### src/rtl/dcall_pkg.sv
package dcall_pkg;
    parameter int ADDR_W  = 8;
    parameter int OTYPE_W = 3;
    parameter int PERM_W  = 4;

    localparam int PERM_EXEC = 0;
    localparam int PERM_CALL = 1;
    localparam logic [OTYPE_W-1:0] OTYPE_UNSEALED = '1;

    typedef struct packed {
        logic               tag;
        logic               sealed;
        logic [OTYPE_W-1:0] otype;
        logic [PERM_W-1:0]  perms;
        logic [ADDR_W-1:0]  base;
        logic [ADDR_W-1:0]  len;
        logic [ADDR_W-1:0]  addr;
    } cap_t;

    localparam int CAP_W = $bits(cap_t);

    typedef enum logic [2:0] {
        CAUSE_NONE = 3'd0,
        CAUSE_TAG  = 3'd1,
        CAUSE_SEAL = 3'd2,
        CAUSE_TYPE = 3'd3,
        CAUSE_PERM = 3'd4
    } cause_e;

    // only the sealed flag and object type change on unsealing.
    function automatic cap_t unseal(cap_t c);
        cap_t r;
        r        = c;
        r.sealed = 1'b0;
        r.otype  = OTYPE_UNSEALED;
        return r;
    endfunction
endpackage

### src/rtl/dcall_validate.sv
module dcall_validate
    import dcall_pkg::*;
(
    input  logic               code_tag_i,
    input  logic               code_sealed_i,
    input  logic [OTYPE_W-1:0] code_otype_i,
    input  logic               code_exec_i,
    input  logic               code_call_i,
    input  logic               data_tag_i,
    input  logic               data_sealed_i,
    input  logic [OTYPE_W-1:0] data_otype_i,
    input  logic               data_exec_i,
    input  logic               data_call_i,
    output logic               pass_o,
    output cause_e             cause_o
);
    // Priority order: tag, seal, type, permission.
    always_comb begin
        if (!code_tag_i || !data_tag_i) begin
            cause_o = CAUSE_TAG;
        end else if (!code_sealed_i || !data_sealed_i) begin
            cause_o = CAUSE_SEAL;
        end else if (code_otype_i != data_otype_i) begin
            cause_o = CAUSE_TYPE;
        end else if (!code_exec_i || !code_call_i || !data_call_i || data_exec_i) begin
            cause_o = CAUSE_PERM;
        end else begin
            cause_o = CAUSE_NONE;
        end
        pass_o = (cause_o == CAUSE_NONE);
    end
endmodule

### src/rtl/dcall_domain_regs.sv
module dcall_domain_regs #(
    parameter int W = 33
) (
    input  logic         clk,
    input  logic         rst_n,
    input  logic         ld_i,
    input  logic [W-1:0] pcc_d,
    input  logic [W-1:0] ddc_d,
    output logic [W-1:0] pcc_q,
    output logic [W-1:0] ddc_q
);
    // Both domain registers share one load enable: a single atomic swap.
    always_ff @(posedge clk) begin
        if (!rst_n) begin
            pcc_q <= '0;
            ddc_q <= '0;
        end else if (ld_i) begin
            pcc_q <= pcc_d;
            ddc_q <= ddc_d;
        end
    end

    assert_ddc_only_on_load_R9: assert property (@(posedge clk) disable iff (!rst_n)
        (ddc_q != $past(ddc_q)) |-> $past(ld_i));
    assert_pcc_only_on_load_R9: assert property (@(posedge clk) disable iff (!rst_n)
        (pcc_q != $past(pcc_q)) |-> $past(ld_i));
endmodule

### src/rtl/dcall_unit.sv
module dcall_unit
    import dcall_pkg::*;
(
    input  logic               clk,
    input  logic               rst_n,
    input  logic               req_valid_i,
    output logic               req_ready_o,
    input  logic [CAP_W-1:0]   code_cap_i,
    input  logic [CAP_W-1:0]   data_cap_i,
    input  logic               irq_i,
    output logic               irq_take_o,
    output logic [CAP_W-1:0]   pcc_o,
    output logic [CAP_W-1:0]   ddc_o,
    output logic               redirect_valid_o,
    output logic [ADDR_W-1:0]  redirect_pc_o,
    output logic               commit_o,
    output logic               squash_o,
    output logic               fault_o,
    output logic [2:0]         fault_cause_o
);
    typedef enum logic [1:0] {S_IDLE, S_CHECK, S_COMMIT, S_FAULT} state_e;

    state_e state_q, state_d;
    cap_t   code_q, data_q, pcc_c;
    cause_e cause_q, chk_cause;
    logic   chk_pass, accept, load;

    dcall_validate u_validate (
        .code_tag_i    (code_q.tag),
        .code_sealed_i (code_q.sealed),
        .code_otype_i  (code_q.otype),
        .code_exec_i   (code_q.perms[PERM_EXEC]),
        .code_call_i   (code_q.perms[PERM_CALL]),
        .data_tag_i    (data_q.tag),
        .data_sealed_i (data_q.sealed),
        .data_otype_i  (data_q.otype),
        .data_exec_i   (data_q.perms[PERM_EXEC]),
        .data_call_i   (data_q.perms[PERM_CALL]),
        .pass_o        (chk_pass),
        .cause_o       (chk_cause)
    );

    dcall_domain_regs #(.W(CAP_W)) u_regs (
        .clk   (clk),
        .rst_n (rst_n),
        .ld_i  (load),
        .pcc_d (unseal(code_q)),
        .ddc_d (unseal(data_q)),
        .pcc_q (pcc_o),
        .ddc_q (ddc_o)
    );

    // State register
    always_ff @(posedge clk) begin
        if (!rst_n) state_q <= S_IDLE;
        else        state_q <= state_d;
    end

    // Operand and cause latches
    always_ff @(posedge clk) begin
        if (!rst_n) begin
            code_q  <= '0;
            data_q  <= '0;
            cause_q <= CAUSE_NONE;
        end else begin
            if (accept) begin
                code_q <= cap_t'(code_cap_i);
                data_q <= cap_t'(data_cap_i);
            end
            if (state_q == S_CHECK && !irq_i && !chk_pass) cause_q <= chk_cause;
        end
    end

    assign pcc_c         = cap_t'(pcc_o);
    assign redirect_pc_o = pcc_c.addr;

    // Next state and outputs
    always_comb begin
        state_d          = state_q;
        req_ready_o      = 1'b0;
        irq_take_o       = 1'b0;
        accept           = 1'b0;
        load             = 1'b0;
        commit_o         = 1'b0;
        redirect_valid_o = 1'b0;
        squash_o         = 1'b0;
        fault_o          = 1'b0;
        fault_cause_o    = CAUSE_NONE;
        unique case (state_q)
            S_IDLE: begin
                irq_take_o  = irq_i;
                req_ready_o = !irq_i;
                accept      = req_valid_i && !irq_i;
                if (accept) state_d = S_CHECK;
            end
            S_CHECK: begin
                if (irq_i) begin
                    irq_take_o = 1'b1;
                    state_d    = S_IDLE;
                end else if (chk_pass) begin
                    load    = 1'b1;
                    state_d = S_COMMIT;
                end else begin
                    state_d = S_FAULT;
                end
            end
            S_COMMIT: begin
                commit_o         = 1'b1;
                redirect_valid_o = 1'b1;
                squash_o         = 1'b1;
                state_d          = S_IDLE;
            end
            S_FAULT: begin
                fault_o       = 1'b1;
                fault_cause_o = cause_q;
                squash_o      = 1'b1;
                state_d       = S_IDLE;
            end
            default: state_d = S_IDLE;
        endcase
    end

    assert_commit_squashes_R8: assert property (@(posedge clk) disable iff (!rst_n)
        (commit_o || fault_o) |-> squash_o);
    assert_commit_after_check_R5: assert property (@(posedge clk) disable iff (!rst_n)
        commit_o |-> ($past(state_q) == S_CHECK && pcc_c.sealed == 1'b0));
    assert_fault_keeps_domain_R7: assert property (@(posedge clk) disable iff (!rst_n)
        fault_o |-> ($stable(pcc_o) && $stable(ddc_o)));
    assert_irq_abandons_call_R11: assert property (@(posedge clk) disable iff (!rst_n)
        (irq_take_o && state_q == S_CHECK) |=> (!commit_o && !fault_o));
    assert_no_irq_in_retire_R12: assert property (@(posedge clk) disable iff (!rst_n)
        (commit_o || fault_o) |-> !irq_take_o);
endmodule

### config.mk
export PLATFORM = sky130hd
export DESIGN_NAME = dcall_unit
export DESIGN_NICKNAME = d
export VERILOG_FILES = /design/src/rtl/dcall_pkg.sv /design/src/rtl/dcall_validate.sv /design/src/rtl/dcall_domain_regs.sv /design/src/rtl/dcall_unit.sv
export SDC_FILE = /design/constraint.sdc
export NUM_CORES = 1
export LEC_CHECK = 0
export ABC_AREA = 1
export ABC_CLOCK_PERIOD_IN_PS = 4320
export BUFFER_PORTS_ARGS = -buffer_cell sky130_fd_sc_hd__clkbuf_2
export CAP_MARGIN = 20
export CORE_ASPECT_RATIO = 1.75
export CORE_MARGIN = 10
export CORE_UTILIZATION = 55
export DETAILED_ROUTE_END_ITERATION = 16
export PLACE_DENSITY_LB_ADDON = 0.08
export SYNTH_ARGS = -nofsm -noshare
export SYNTH_HDL_FRONTEND = slang
export SYNTH_SLANG_ARGS = --single-unit
export TNS_END_PERCENT = 50
### constraint.sdc
create_clock -name clk -period 4.32 [get_ports clk]
set_input_delay 0.864 -clock clk [delete_from_list [all_inputs] [get_ports clk]]
set_output_delay 0.864 -clock clk [all_outputs]
set_load 0.05 [all_outputs]
==> flow_summary_export.csv, run 1 <==
group,metric,value,unit
power_and_ir_drop,pwr-share-clk,0.488,
run,max_cap_viol_count,0,
yosys,synth_top_family_by_area,"simple AND/OR/NAND/NOR gates",
power_and_ir_drop,ir_drop,0.3044,mV
power_and_ir_drop,pwr-share-comb,0.060,
power_and_ir_drop,p_sw_frac,0.2224,
timing,relSlewSlack,0.2939,
clock_tree,clock_path_buffers,2,
route,wire_per_inst,12.56,microns
worst_setup_path,r2r-end,"u_regs.pcc_q[13]",
clock_tree,cts_tree,"yes",
grt,grt_pass1_vias,4420,
cells_and_area,diodes,0,
timing,fin_crit,2.356,ns
die,rows,46,
route,via_count,4492,
route,first_iter_violations,249,
timing,drv_slew,0,
clock_tree,cts_max_level,4,
die,die_w,92.26,microns
yosys,seq_area_frac_synth,0.5179,
worst_setup_path,worstPathArrival,2.69,ns
clock_tree,clock-sinks,130,
grt,globalRouteTotalUtil,0.1758,
worst_setup_path,cp-start-kind,"flip-flop",
timing,fin_crit_sh,0.5454,
worst_setup_path,ff2ff_path_depth,8,
hold_path,hold_class,"reg -> reg",
worst_setup_path,reg2reg_from,"data_q[30]",
hold_path,min_from,"u_regs.ddc_q[25]",
yosys,syn_area,0.005025,sq mm
status,outcome,"completed",
route,finalWirelength,12060,microns
timing,finalSetupViolCount,0,
worst_setup_path,cp.required,4.65,ns
die,io_pins,153,
power_and_ir_drop,seqPwrFrac,0.453,
power_and_ir_drop,power_density,449.7,mW/mm^2
clock_tree,cts_made_buffers,17,
route,first_pass_iters,4,
timing,tightest_slew,1.059,ns
place,dp_hpwl,8232,microns
yosys,yosys.area_share.simple,0.2774,
place,port_buffers,150,
grt,grt_pass1_wl,19670,microns
timing,finalHoldViolations,0,
clock_tree,hold_buffers,0,
hold_path,hold_path_depth,2,
worst_setup_path,worstSetupPathType,"reg -> reg",
clock_tree,root_buffer,"clkbuf_16",
route,vias_per_cell,4.679,
die,start_util,0.5596,
cells_and_area,final_nets,898,
timing,tns,0,ns
cells_and_area,syn2layout_area_growth,24.05,%
yosys,synth_seq_cells,130,
yosys,synth_mux_area_frac,0,
power_and_ir_drop,p_leak,3.291,nW
grt,grt_max_degree,122,
cells_and_area,post-route-util,0.6943,
route,postRouteAntennaNets,0,
worst_setup_path,r2r_slack,1.96,ns
yosys,synth_compound_area_frac,0.08267,
power_and_ir_drop,p_int,2.180,mW
worst_setup_path,path_max_fanout,68,
route,post-route-drc-count,0,
clock_tree,cts_resized,0,
die,die_y,146.4,microns
yosys,post_synth.cell_area_avg,7.077,sq um
yosys,yosysWarnings,0,
die,die-area,0.01351,sq mm
clock_tree,clk_latency,0.40,ns
yosys,synth_fa_ha_area_frac,0,
yosys,synth_top_area_share,0.5179,
clock_tree,clkSlewWorstSetupHoldPaths,0.05,ns
worst_setup_path,cp-end-kind,"flip-flop",
place,gp_congestion,0.7998,
die,core_region_area,0.008979,sq mm
yosys,synth_top_area_cell,"dfxtp_1",
clock_tree,postCtsSetupRepairBufs,0,
grt,grt-ovfl-total,0,
power_and_ir_drop,power.total,2.803,mW
power_and_ir_drop,p_switching,0.6234,mW
yosys,synth_cells,710,
cells_and_area,drive_gt1_frac,0.2226,
grt,antenna_found_initial,0,
timing,rsz0062_at_grt,"false",
hold_path,hold_end,"u_regs.ddc_q[25]",
timing,max_freq,424.4,MHz
yosys,synth.area.top_cells,"dfxtp_1 52%, nor2_1 18%, nand2_1 9.0%",
yosys,yosysUniqueCellTypes,21,
timing,fin_skew,0.007676,ns
yosys,synth-xor-area-share,0.003486,
[flip-flops by register name, summed over array words and instances (netlist names)]
register      flops
cause_q           3
code_q           33
data_q           33
state_q           2
u_regs.ddc_q     29
u_regs.pcc_q     30
[final cells by class]
cell class | count | area [sq um]
flip-flops and latches | 130 | 2603
multi-input cells | 452 | 1844
well taps | 120 | 150.1
fillers | 836 | 2745
clock buffers | 21 | 460.4
clock inverters | 10 | 110.1
repair buffers | 153 | 788.3
inverters | 74 | 277.8
[cell usage after synthesis, drive strengths merged]
master,instances
nor2,237
clkbuf,22
nor3,1
nand2,120
xnor2,1
buf,33
nand4,1
a21oi,15
xor2,1
dfxtp,130
inv,73
o21ai,68
clkinv,1
nand3,6
conb,1
[routing by layer]
metal / wire [microns] / GRT usage / part of all wire
met1: 4981 / 0.1808 / 0.41
met2: 6097 / 0.3106 / 0.51
met3: 743 / 0.06520 / 0.062
met4: 240 / 0.07054 / 0.020
met5: 0 / 0 / 0
[placed cells by master, fill, tap and decap left out, drive strengths merged]
| cell | count |
|---|---|
| nand2 | 120 |
| xor2 | 1 |
| nand3 | 6 |
| o21ai | 68 |
| bufinv | 2 |
| clkinvlp | 4 |
| nor3 | 1 |
| nor2 | 237 |
| xnor2 | 1 |
| conb | 2 |
| clkinv | 5 |
| buf | 4 |
| inv | 73 |
| clkbuf | 170 |
| a21oi | 15 |
| dfxtp | 130 |
| nand4 | 1 |
[cell families after synthesis]
group                     after synthesis
xor gates and xnor gates                2
and+or+nand+nor                       365
DFF                                   130
other                                   1
buffers and inverters                 129
AOI/OAI and AO/OA                      83
[through the flow]
step                std cells  instance area, sq um  hold WS, ns  setup WS, ns
global placement          928                  5643       0.4403         1.639
CTS                       959                  6213       0.4526         1.937
floorplan                 711                  5029       0.4291         1.905
global route              960                  6233       0.4773         1.676
detailed placement        928                  5643       0.4443         1.594
finish                    960                  6233       0.4538         1.964
[worst max-delay path, cell delays in order (launching register included)]
cell and delay [ns]:
dfxtp_1 0.37, xnor2_1 0.14, nand3_1 0.16, nor2_2 0.21
nand3_4 0.59, buf_4 0.53, nand2_1 0.11, nand2_1 0.05
nor2_1 0.12
[power groups by stage]
stage / clock, mW / combinational [mW] / sequential [mW]
final: 1.37 / 0.167 / 1.27
after global routing: 1.45 / 0.191 / 1.27
after CTS: 1.39 / 0.167 / 1.27
after detailed placement: 0 / 0.166 / 1.29
after global placement: 0 / 0.163 / 1.29
after floorplan: 0 / 0.113 / 1.29
[how the worst max path moves through the flow]
stage / to / from / cells past startpoint / slack, ns
6_report: u_regs.pcc_q[13] / data_q[30] / 8 / 1.96
5_1_grt: u_regs.ddc_q[26] / data_q[29] / 10 / 1.68
3_5_place_dp: u_regs.pcc_q[8] / irq_i / 9 / 1.59
4_1_cts: u_regs.pcc_q[13] / code_q[30] / 8 / 1.94
3_3_place_gp: u_regs.ddc_q[15] / irq_i / 9 / 1.64
2_1_floorplan: data_q[10] / irq_i / 5 / 1.90
Note: power is estimated with default switching activity, not from simulation.
==> run 2: changes to the inputs <==
- ABC_AREA: 1 -> 0
- ABC_CLOCK_PERIOD_IN_PS: 4320 -> 2400
- CORE_UTILIZATION: 55 -> 51
- clock period: 4.32 -> 2.4 ns (I/O delays scaled with it)
==> run 2 against run 1 <==
Register-to-register slack worse by 1.5 ns. Core utilization is 3.9 points lower. Sequential share of layout area down 1.4 points. Critical path type is now reg -> out. Combinational power up 68%. Critical endpoint is now req_ready_o. Design area is 3.6% higher. Clock skew decreased by 0.0014 ns. First-iteration DRC count decreased by 40%. Clock power is 95% higher. Die area up 8.5%. Global-route usage is 0.35 points lower.
==> flow_summary_export.csv, run 2 <==
group,metric,value,unit
route,via_count,4137,
die,rows,48,
power_and_ir_drop,p_leak,2.624,nW
route,postRouteAntennaNets,0,
worst_setup_path,cp-start-kind,"flip-flop",
cells_and_area,final_nets,776,
timing,finalHoldViolations,0,
yosys,synth_top_area_share,0.5062,
timing,fin_crit,1.964,ns
status,outcome,"completed",
yosys,yosysWarnings,0,
cells_and_area,final_cell_mix,"241 x nand2_1, 149 x clkbuf_2, 130 x dfxtp_1, 62 x a21boi_0, 52 x mux2i_1",
timing,max_freq,509.1,MHz
yosys,synth_top_area_cell,"dfxtp_1",
timing,fin_crit_sh,0.8184,
power_and_ir_drop,power_density,803.8,mW/mm^2
clock_tree,root_buffer,"clkbuf_16",
cells_and_area,instances_no_fill,844,
route,finalWirelength,12300,microns
worst_setup_path,crit_path_cell_trace,"nor3_2, clkbuf_2",
route,wire_per_inst,14.57,microns
cells_and_area,regArea,0.002603,sq mm
die,die_y,152.8,microns
cells_and_area,largestRegisters,"code_q x33, data_q x33, u_regs.pcc_q x30",
yosys,synth.area.top_cells,"dfxtp_1 51%, nand2_1 18%, mux2i_1 10%",
yosys,post_synth.cell_area_avg,8.744,sq um
cells_and_area,drive_gt1_frac,0.2712,
worst_setup_path,slowest_delay,0.39,ns
timing,relSlewSlack,0.4979,
worst_setup_path,slowest_stage,"dfxtp_1",
cells_and_area,diodes,0,
hold_path,hold_class,"in -> reg",
die,core_region_area,0.009849,sq mm
worst_setup_path,cp.required,1.92,ns
worst_setup_path,cp_top_family,"flip-flops",
yosys,seq_area_frac_synth,0.5062,
clock_tree,clock-sinks,130,
clock_tree,cts_max_level,4,
clock_tree,clk_latency,0.41,ns
route,post-route-drc-count,0,
timing,drv_slew,0,
route,first_iter_violations,149,
clock_tree,postCtsSetupRepairBufs,0,
yosys,synth_seq_cells,130,
grt,antenna_found_initial,0,
place,dp_hpwl,8524,microns
route,vias_per_cell,4.902,
clock_tree,cts_resized,0,
clock_tree,clkSlewWorstSetupHoldPaths,0.06,ns
grt,grt-ovfl-total,0,
clock_tree,cts_tree,"yes",
grt,grt_pass1_vias,4124,
die,die_w,95.90,microns
yosys,synth_most_common_cell,"nand2_1",
timing,tightest_slew,0.7531,ns
timing,finalSetupViolCount,0,
grt,grt_pass1_wl,20240,microns
cells_and_area,fillers,865,
clock_tree,cts_made_buffers,17,
cells_and_area,multi_input_area,0.002211,sq mm
place,gp_congestion,0.7476,
die,io_pins,153,
worst_setup_path,cp-end-kind,"output pin",
grt,grt_max_degree,72,
power_and_ir_drop,ir_drop,0.6133,mV
place,port_buffers,150,
route,first_pass_iters,4,
worst_setup_path,worstPathArrival,1.48,ns
worst_setup_path,path_max_fanout,10,
die,die-area,0.01465,sq mm
die,start_util,0.5220,
timing,rsz0062_at_grt,"false",
clock_tree,hold_buffers,0,
clock_tree,clock_path_buffers,2,
worst_setup_path,critPathBufInv,1,
worst_setup_path,worstSetupPathType,"reg -> out",
grt,globalRouteTotalUtil,0.1723,
cells_and_area,syn2layout_area_growth,25.58,%
timing,tns,0,ns
yosys,yosysUniqueCellTypes,31,
yosys,syn_area,0.005141,sq mm
yosys,synth_cells,588,
yosys,yosys-top-cells-count,"242 x nand2_1, 130 x dfxtp_1, 62 x a21boi_0",
place,place_inst,812,
run,max_cap_viol_count,0,
yosys,synth_edf_count,0,
timing,fin_skew,0.006299,ns
cells_and_area,layout_commonest_cell,"nand2_1",
yosys,dominantRegCellSynth,"dfxtp_1",
yosys,async_reset_ff_frac,0,
run 2: cell types whose count changed in the layout (fill, tap and decap cells not counted), moves of 7 or more:
cell	change
a21boi_0	+62
a21oi_1	-13
inv_1	-72
mux2i_1	+52
nand2_1	+122
nor2_1	-234
o21a_1	+7
o21ai_0	-66
run 2: worst paths after layout:
check | start | to | slack, ns | cells past startpoint
hold reg to reg | u_regs.ddc_q[24] | u_regs.ddc_q[24] | 0.44 | 2
setup reg to reg | data_q[28] | u_regs.ddc_q[16] | 0.46 | 5
hold / removal | code_cap_i[19] | code_q[19] | 0.29 | 3
setup / recovery | state_q[1] | req_ready_o | 0.44 | 2
run 2: per-layer routing:
| layer | GRT usage | vias to the layer above | part of all wire |
|---|---|---|---|
| met3 | 0.06229 | 17 | 0.072 |
| li1 | - | 2112 | - |
| met2 | 0.2861 | 112 | 0.51 |
| met5 | 0 | - | 0 |
| met1 | 0.1928 | 1896 | 0.40 |
| met4 | 0.06634 | 0 | 0.019 |
run 2: where the power goes:
group	total [mW]	internal (mW)	switching (mW)
sequential	2.24	2.21	0.0290
combinational	0.280	0.111	0.169
clock	2.67	1.73	0.935
run 2: cell families after synthesis:
family / after synthesis / share of synthesized area
other cells: 1 / 0.0007294
xor+xnor: 3 / 0.005112
buf+inv: 59 / 0.06717
flops: 130 / 0.5062
mux: 52 / 0.1012
simple gates: 263 / 0.2039
compound gates: 80 / 0.1156
run 2: through the flow:
step                        util  instance area (sq um)  hold slack [ns]  setup slack (ns)  power, mW
after floorplan                -                   5150           0.4353            0.3352      2.466
after global placement    0.5927                   5838           0.4181            0.4011      2.564
after detailed placement  0.5927                   5838           0.4263            0.3315      2.572
after CTS                 0.6555                   6456           0.2732            0.4011      5.245
final                     0.6555                   6456           0.2912            0.4358      5.190
after global routing      0.6555                   6456           0.2956            0.2719      5.390
run 2: area by class of cell:
class | count | area share
Tap cell | 125 | 0.02422
Clock inverter | 14 | 0.02926
Clock buffer | 18 | 0.06647
Sequential cell | 130 | 0.4031
Timing Repair Buffer | 157 | 0.1345
Multi-Input combinational cell | 400 | 0.3424
run 2: tightest hold or removal path, delay by kind of cell:
| family | cells | cell delay, ns |
|---|---|---|
| AO/OA/AOI/OAI | 1 | 0.05 |
| buffers and inverters | 1 | 0.08 |
| AND/OR/NAND/NOR | 1 | 0.04 |
==> run 3: changes to the inputs <==
- ABC_CLOCK_PERIOD_IN_PS: 2400 -> 1600
- CORE_UTILIZATION: 51 -> 46
- clock period: 2.4 -> 1.6 ns (I/O delays scaled with it)
==> run 3 against run 2 <==
The run now ends with setup timing left. Critical path type unchanged. Design area grew 10%. Clock skew up 0.0049 ns. Die area up 9.0%. Largest cell class unchanged. First-iteration DRC count is 45% higher. Non-clock buffer count increased by 29. Count of clock-buffer cells in the layout is 2 higher. Clock power rose by 73%. Global-route usage is 0.72 points lower. Sequential share of layout area down 3.6 points.
==> flow_summary_export.csv, run 3 (synthesis gave the netlist of run 2 again) <==
group,metric,value,unit
status,outcome,"complete, but fails checks",
status,violations,"setup timing",
die,io_pins,153,
timing,fin_skew,0.01121,ns
cells_and_area,instances_no_fill,880,
timing,fin_ws,-0.1160,ns
place,port_buffers,150,
route,finalWirelength,13420,microns
hold_path,hold_class,"in -> reg",
timing,finalSetupViolCount,55,
timing,drv_slew,0,
die,die_w,99.92,microns
worst_setup_path,cp-start-kind,"flip-flop",
cells_and_area,layout_commonest_cell,"nand2_1",
clock_tree,clock_path_buffers,2,
clock_tree,cts_made_buffers,17,
timing,fin_crit,1.716,ns
worst_setup_path,crit_path_cell_trace,"buf_6, nor3_4, buf_6, clkbuf_16",
die,die-area,0.01597,sq mm
grt,antenna_found_initial,0,
clock_tree,cts_max_level,4,
grt,grt_max_degree,43,
timing,max_freq,582.8,MHz
clock_tree,clkSlewWorstSetupHoldPaths,0.06,ns
worst_setup_path,path_max_fanout,7,
route,wire_per_inst,15.25,microns
place,place_inst,833,
place,dp_hpwl,9143,microns
worst_setup_path,worstSetupPathType,"reg -> out",
timing,rsz0062_at_grt,"true",
cells_and_area,drive_gt1_frac,0.3128,
worst_setup_path,cp.required,1.28,ns
worst_setup_path,slowest_stage,"dfxtp_4",
worst_setup_path,worstPathArrival,1.40,ns
cells_and_area,regArea,0.002609,sq mm
grt,grt_pass1_vias,4461,
cells_and_area,final_nets,805,
clock_tree,cts_tree,"yes",
route,vias_per_cell,4.880,
cells_and_area,final_cell_mix,"241 x nand2_1, 141 x clkbuf_2, 127 x dfxtp_1, 51 x mux2i_1, 37 x a21boi_0",
grt,grt-ovfl-total,0,
timing,tns,-2.332,ns
cells_and_area,diodes,0,
route,first_pass_iters,4,
die,rows,51,
cells_and_area,post-route-util,0.6446,
power_and_ir_drop,ir_drop,1.061,mV
clock_tree,hold_buffers,0,
grt,grt_pass1_wl,21560,microns
clock_tree,clk_latency,0.41,ns
route,post-route-drc-count,0,
power_and_ir_drop,power_density,1193,mW/mm^2
place,gp_congestion,0.7748,
route,first_iter_violations,216,
route,via_count,4294,
worst_setup_path,cp-end-kind,"output pin",
run,max_cap_viol_count,0,
route,postRouteAntennaNets,0,
cells_and_area,multi_input_area,0.002250,sq mm
clock_tree,root_buffer,"clkbuf_16",
grt,globalRouteTotalUtil,0.1651,
timing,fin_crit_sh,1.072,
cells_and_area,finalInstanceArea,0.007116,sq mm
clock_tree,clock-sinks,130,
worst_setup_path,crit_top_cell,"buf_6",
die,start_util,0.4657,
place,placed_cell_area,0.006041,sq mm
power_and_ir_drop,p_leak,2.933,nW
die,core_region_area,0.01104,sq mm
timing,finalHoldViolations,0,
die,die_y,159.9,microns
worst_setup_path,slowest_delay,0.34,ns
cells_and_area,largestRegisters,"code_q x33, data_q x33, u_regs.pcc_q x30",
cells_and_area,syn2layout_area_growth,38.40,%
cells_and_area,fillers,950,
-- run 3: cell types whose count changed in the layout (fill, tap and decap cells not counted), moves of 3 or more --
cell	before	now
a21boi_0	62	37
a21boi_1	4	29
buf_12	5	13
buf_16	0	3
buf_4	3	14
buf_6	0	8
bufinv_16	4	7
clkbuf_16	17	20
clkbuf_2	149	141
clkbuf_8	0	6
clkinv_2	3	0
clkinvlp_4	6	3
dfxtp_1	130	127
-- run 3: area by class of cell --
class / instances / area share
flip-flops and latches: 130 / 0.3666
multi-input cells: 400 / 0.3162
repair buffers: 186 / 0.1932
clock inverters: 12 / 0.03517
well taps: 132 / 0.02321
clock buffers: 20 / 0.06559
-- run 3: path summary, 6_finish.rpt --
path	slack, ns	from	to	cells after the start
max	-0.12	state_q[0]	req_ready_o	4
min	0.13	code_cap_i[26]	code_q[26]	3
max reg2reg	-0.09	state_q[0]	u_regs.pcc_q[12]	6
min reg2reg	0.43	u_regs.ddc_q[24]	u_regs.ddc_q[24]	2
-- run 3: metrics by stage --
step                      total power, mW  hold slack, ns  setup slack, ns
final                               8.488          0.1295          -0.1160
after global routing                8.785          0.1174          -0.1634
after CTS                           8.571          0.1167          -0.1473
after detailed placement            3.917          0.4228          -0.1257
after global placement              3.904          0.4227         -0.06864
after floorplan                     3.715          0.4310         -0.07510
-- run 3: critical path: cells and delay by family, from the launching register on --
kind                   cells  cell delay [ns]
buffers and inverters      3             0.42
DFF                        1             0.34
and+or+nand+nor            1             0.23
-- run 3: metal layers --
metal  global-route usage  share of wire  vias to the layer above
li1                     -              -                     2174
met1               0.1737           0.40                     1991
met2               0.2930           0.53                      118
met3              0.05572          0.058                       11
met4              0.05825         0.0088                        0
met5                    0              0                        -
-- run 3: repair_timing --
| action | 4_1_cts | 5_1_grt |
|---|---|---|
| buffers inserted | 7 | 6 |
| resized for setup | 22 | 15 |
| endpoints found under the setup margin | 44 | 91 |
| pin swaps | 4 | 5 |
| gates cloned | 4 | 2 |
-- run 3: report_power, final --
group	internal, mW	switching, mW	total (mW)
Clock	3.21	1.41	4.62
Sequential	3.32	0.0424	3.36
Combinational	0.228	0.275	0.503
